## src/rtl/spi_bank_engine.sv

```systemverilog
module spi_bank_engine #(
  parameter int          HALF_DIV = 2,
  parameter logic [4:0]  BANK_REG = 5'h1F
) (
  input  logic       clk,
  input  logic       rst_n,
  input  logic       req,
  input  logic [2:0] op,
  input  logic [7:0] addr,
  input  logic [7:0] wdata,
  output logic       busy,
  output logic       done,
  output logic [7:0] rdata,
  output logic       spi_cs_n,
  output logic       spi_sck,
  output logic       spi_mosi,
  input  logic       spi_miso
);
  localparam int CW = (HALF_DIV > 1) ? $clog2(HALF_DIV) : 1;
  localparam logic [2:0] OP_RD  = 3'b000;
  localparam logic [2:0] OP_BFS = 3'b100;
  localparam logic [2:0] OP_BFC = 3'b101;
  localparam logic [2:0] OP_RST = 3'b111;
  localparam logic [1:0] STG_CLR = 2'd0, STG_SET = 2'd1, STG_MAIN = 2'd2;

  typedef enum logic [1:0] {S_IDLE, S_LEAD, S_SHIFT, S_GAP} st_t;

  st_t        st;
  logic [CW-1:0] div_cnt;
  logic [1:0] stage, byte_idx;
  logic [2:0] bit_idx;
  logic       gap_half, bank_ok;
  logic [1:0] bank_q;
  logic [2:0] op_q;
  logic [7:0] addr_q, wdata_q, sr_out, sr_in;

  wire tick = (div_cnt == CW'(HALF_DIV - 1));
  wire need_sw = (op != OP_RST) && (!bank_ok || bank_q != addr[6:5]);
  wire [1:0] last_idx = (stage != STG_MAIN) ? 2'd1 :
                        (op_q == OP_RST) ? 2'd0 :
                        (op_q == OP_RD && addr_q[7]) ? 2'd2 : 2'd1;

  function automatic logic [7:0] byte_val(input logic [1:0] stg, input logic [1:0] idx,
                                          input logic [2:0] o, input logic [7:0] a,
                                          input logic [7:0] d);
    if (idx == 2'd0) begin
      case (stg)
        STG_CLR: byte_val = {OP_BFC, BANK_REG};
        STG_SET: byte_val = {OP_BFS, BANK_REG};
        default: byte_val = (o == OP_RST) ? 8'hFF : {o, a[4:0]};
      endcase
    end else begin
      case (stg)
        STG_CLR: byte_val = 8'h03;
        STG_SET: byte_val = {6'b0, a[6:5]};
        default: byte_val = (o == OP_RD) ? 8'h00 : d;
      endcase
    end
  endfunction

  assign busy     = (st != S_IDLE);
  assign spi_mosi = sr_out[7];

  always_ff @(posedge clk or negedge rst_n) begin
    if (!rst_n) begin
      st <= S_IDLE; div_cnt <= '0; stage <= STG_MAIN; byte_idx <= '0; bit_idx <= '0;
      gap_half <= 1'b0; bank_ok <= 1'b0; bank_q <= '0; op_q <= '0; addr_q <= '0;
      wdata_q <= '0; sr_out <= '0; sr_in <= '0; rdata <= '0; done <= 1'b0;
      spi_cs_n <= 1'b1; spi_sck <= 1'b0;
    end else begin
      done    <= 1'b0;
      div_cnt <= (st == S_IDLE || tick) ? '0 : div_cnt + 1'b1;
      case (st)
        S_IDLE: if (req) begin
          op_q <= op; addr_q <= addr; wdata_q <= wdata;
          stage    <= need_sw ? STG_CLR : STG_MAIN;
          byte_idx <= '0; bit_idx <= '0;
          sr_out   <= byte_val(need_sw ? STG_CLR : STG_MAIN, 2'd0, op, addr, wdata);
          bank_ok  <= (op != OP_RST);
          if (op != OP_RST) bank_q <= addr[6:5];
          spi_cs_n <= 1'b0;
          st       <= S_LEAD;
        end
        S_LEAD: if (tick) st <= S_SHIFT;
        S_SHIFT: if (tick) begin
          if (!spi_sck) begin
            spi_sck <= 1'b1;
            sr_in   <= {sr_in[6:0], spi_miso};
          end else begin
            spi_sck <= 1'b0;
            if (bit_idx == 3'd7) begin
              bit_idx <= '0;
              if (byte_idx == last_idx) begin
                if (stage == STG_MAIN && op_q == OP_RD) rdata <= sr_in;
                spi_cs_n <= 1'b1;
                gap_half <= 1'b0;
                st       <= S_GAP;
              end else begin
                byte_idx <= byte_idx + 1'b1;
                sr_out   <= byte_val(stage, byte_idx + 1'b1, op_q, addr_q, wdata_q);
              end
            end else begin
              bit_idx <= bit_idx + 1'b1;
              sr_out  <= {sr_out[6:0], 1'b0};
            end
          end
        end
        S_GAP: if (tick) begin
          if (!gap_half) gap_half <= 1'b1;
          else if (stage == STG_MAIN) begin
            done <= 1'b1;
            st   <= S_IDLE;
          end else begin
            stage    <= stage + 1'b1;
            byte_idx <= '0;
            sr_out   <= byte_val(stage + 1'b1, 2'd0, op_q, addr_q, wdata_q);
            spi_cs_n <= 1'b0;
            st       <= S_LEAD;
          end
        end
        default: st <= S_IDLE;
      endcase
    end
  end
endmodule

```

## config.mk

```make
export PLATFORM = sky130hd
export DESIGN_NAME = spi_bank_engine
export DESIGN_NICKNAME = d
export VERILOG_FILES = /design/src/rtl/spi_bank_engine.sv
export SDC_FILE = /design/constraint.sdc
export NUM_CORES = 1
export LEC_CHECK = 0
export BUFFER_PORTS_ARGS = -buffer_cell sky130_fd_sc_hd__buf_4
export CELL_PAD_IN_SITES_DETAIL_PLACEMENT = 0
export CELL_PAD_IN_SITES_GLOBAL_PLACEMENT = 1
export CORE_MARGIN = 4
export CORE_UTILIZATION = 40
export DETAILED_ROUTE_END_ITERATION = 16
export GPL_TIMING_DRIVEN = 0
export MAX_ROUTING_LAYER = met4
export PLACE_DENSITY = 0.74
export SETUP_SLACK_MARGIN = 0.4
export SYNTH_ARGS = -nofsm -noshare
export SYNTH_HDL_FRONTEND = slang
export SYNTH_SLANG_ARGS = --single-unit
```

## constraint.sdc

```tcl
create_clock -name clk -period 2.6 [get_ports clk]
set_input_delay 0.13 -clock clk [delete_from_list [all_inputs] [get_ports clk]]
set_output_delay 0.13 -clock clk [all_outputs]
set_load 0.005 [all_outputs]
```

==> summary.md <==
| Metric | Value |
|---|---|
| Endpoints failing setup | `0` |
| Unique masters post-synth | `51` |
| Max Cap Violations | `0` |
| Worst path required time | `around 2800 ps` |
| Most frequent cell after synthesis | `dfrtp_1` |
| Switching Fraction | `roughly 20%` |
| Sw Pwr | `~400 uW` |
| Register area | `around 1500 sq um` |
| Area occupied by multi-input gates | `~1600 sq um` |
| Sink Count | `60` |
| Pleak | `approximately 1.9 nW` |
| Detailed Route WL | `7.278 mm` |
| Syn Nets | `between 300 and 400` |
| # rows | `32` |
| IO Count | `36` |
| Drt first pass iters | `4` |
| Die Width | `97.17 microns` |
| Placed cells | `between 400 and 500` |
| Post-synth top area share | `approximately 46%` |
| CTS buffer count | `9` |
| CP top delay family | `simple AND/OR/NAND/NOR gates` |
| DRC viols | `0` |
| Initial antenna violation count | `0` |
| Worst-Skew Late Latency | `~330 ps` |
| CTS H-Tree Depth | `3` |
| Share of cells above drive strength 1 | `approximately two fifths` |
| Rel. slew slack | `between 50% and 60%` |
| Vias in the first global route | `approximately 2.5k` |
| Clk pwr share | `50.1%` |
| Fillers | `approximately 700` |
| CTS Buffer Depth | `2` |
| WP buf/inv | `1` |
| Post-Layout Cell Count | `450` |
| Setup TNS | `0 ps` |
| Synth area leaders | `dfrtp_1 46%, mux2_2 17%, ha_1 4.3%` |
| Pwr Density | `roughly 510 nW/um^2` |
| GRT Overall Usage | `between 10% and 20%` |
| Combinational fraction of design power | `under 10%` |
| Crit-path max FO | `8` |
| Reg clk slew, reported paths | `around 70 ps` |
| CTS tree | `done` |
| Synthesized area | `approximately 3200 sq um` |
| Async set or reset register ratio after synthesis | `100.0%` |
| Clk_skew | `just over 10 ps` |
| IO buf count | `35` |
| Slew @ Worst Pin | `744.6 ps` |
| Crit-path slowest cell | `dfrtp_1` |
| YS warnings | `0` |
| Diodes inserted | `0` |
| Pins over their slew limit | `0` |
| First-pass GRT wire length | `approximately 12 mm` |
| Fmax achieved | `between 0.4 and 0.5 GHz` |
| Final net count | `377` |
| Hold Crit Start | `wdata[2]` |
| GRT overflow | `0` |
| Sequential share of power | `a little under half` |
| Mean Syn Cell Area | `about 11 sq um` |
| R2R Path Start | `bit_idx[0]` |
| Area growth, synth to finish | `24.55%` |
| Area leader, netlist | `dfrtp_1` |
| RSZ-0062 raised after global routing | `true` |
| P_int | `1.601 mW` |
| Final non-filler cell area | `roughly 4000 sq um` |
| Maximum vdd drop | `a little under 0.0004 V` |
| Placed cell area | `approximately 3600 sq um` |
| WHS | `22.06 ps` |
| CP cell instances | `ha_1 > ha_2 > and2_1 > clkbuf_2 > and3_1 > o211ai_4 > mux2_2` |
| Antenna viol nets, final | `0` |
| Crit end category | `flop` |
| Routability cong. | `~0.83` |
| Routed WL per cell | `about 16 microns` |
| Sequential element share of the synthesized area | `between 40 and 50%` |
| Core area | `7727 sq um` |
| Seq cells post-synth | `60` |
| Slowest stage delay, CP | `~400 ps` |
| CP startpoint | `bit_idx[0]` |
| Overall via count from detail_route | `around 2.4k` |
| CP Class | `reg2reg` |
| Fin crit share | `81.85%` |
| DR iter-0 viols | `124` |
| Synth Flop Type | `dfrtp_1` |
| Clock root cell | `clkbuf_8` |
| Status | `finished clean` |
| Endpoints failing hold | `0` |
| Tightest Hold Check Type | `in2reg` |
| Crit path time final | `2128 ps` |
| Hpwl dp | `roughly 5.1 mm` |
| EDFF count, synth | `0` |
| Startpoint types | `flop` |
| Most frequent cells after synthesis | `58 x dfrtp_1, 47 x mux2_2, 25 x nand2_1` |
| Chip height | `around 97 microns` |
| Critical path arrival | `around 2300 ps` |
| Via density | `5.420` |
| Synth Instances | `290` |
| Die area | `approximately 9400 sq um` |
| Initial core utilization | `between 40% and 50%` |
| Largest net degree at the start of global routing | `just over 60` |
[state kept, by name (all words and copies together), names as in the netlist]
signal	flops
sr_in	8
bank_q	2
gap_half	1
st	2
stage	2
op_q	3
div_cnt	1
spi_sck	1
bank_ok	1
rdata	8
spi_cs_n	1
bit_idx	3
byte_idx	2
wdata_q	8
done	1
sr_out	8
addr_q	8
[stage by stage]
stage	setup WS, ps	utilization, %	power [mW]
2_1_floorplan	482.1	-	0.9696
3_3_place_gp	170.0	46.21	1.019
3_5_place_dp	148.3	46.21	1.020
4_1_cts	432.1	50.63	2.035
5_1_grt	398.6	51.26	2.084
6_report	471.9	51.26	2.005
[final timing paths]
check,to,slack (ps),cells past startpoint
setup / recovery,rdata[0],470,7
hold / removal,wdata_q[2],20,2
setup reg to reg,rdata[0],470,7
hold reg to reg,rdata[7],510,1
max in group asynchronous,sr_in[7],1700,2
min in group asynchronous,addr_q[2],410,2
[area by class of cell]
class | count | area share (%)
Buffer | 13 | 1.642
Clock buffer | 9 | 3.127
Clock inverter | 7 | 2.906
Inverter | 13 | 1.232
Multi-Input combinational cell | 204 | 41.57
Sequential cell | 60 | 37.97
Tap cell | 102 | 3.222
Timing Repair Buffer | 42 | 8.339
[metal layers]
metal / global-route usage, % / part of all wire, % / routed length, microns / vias to the layer above
met1: 22.11 / 49 / 3572 / 1218
met3: 3.159 / 3.1 / 223 / 4
met4: 5.508 / 0.58 / 42 / 0
li1: - / - / - / 1172
met2: 24.58 / 47 / 3440 / 45
met5: - / 0 / 0 / -
[worst reg2reg max path, stage by stage (launching register included)]
cell and delay [ps]:
dfrtp_1 400, ha_1 210, ha_2 230, and2_1 160, clkbuf_2 180, and3_1 280, o211ai_4 190, mux2_2 380
[cell families after synthesis]
logic type	share of synthesized area (%)
buf+inv	3.108
xor+xnor	1.101
compound gates	15.07
flops	47.29
mux	16.96
simple gates	12.16
fa+ha+maj	4.327
[layout by cell type, fill, tap and decap left out, drive strengths merged, types with 9 or more instances in the layout]
cell and instances:
clkbuf 20, inv 13, nand2 25, o21ai 24, nor2 11, mux2 47, dfrtp 58, a21oi 9
nand3 10, ha 11, buf 43
[power by group through the flow]
stage          clock network, mW  logic (mW)  registers (mW)
2_1_floorplan                  0     0.00935           0.960
5_1_grt                     1.07      0.0658           0.944
3_5_place_dp                   0      0.0585           0.961
6_report                    1.00      0.0571           0.944
4_1_cts                     1.03      0.0602           0.944
3_3_place_gp                   0      0.0578           0.961
[timing repair]
action | 4_1_cts | 5_1_grt
gates resized for setup | 14 | 14
pin swaps | 2 | 2
hold endpoints to repair | 58 | 0
setup buffers | 4 | 2
hold buffers | 1 | 0
setup endpoints to repair | 22 | 19
No activity file was read; power rests on OpenSTA's default activity.
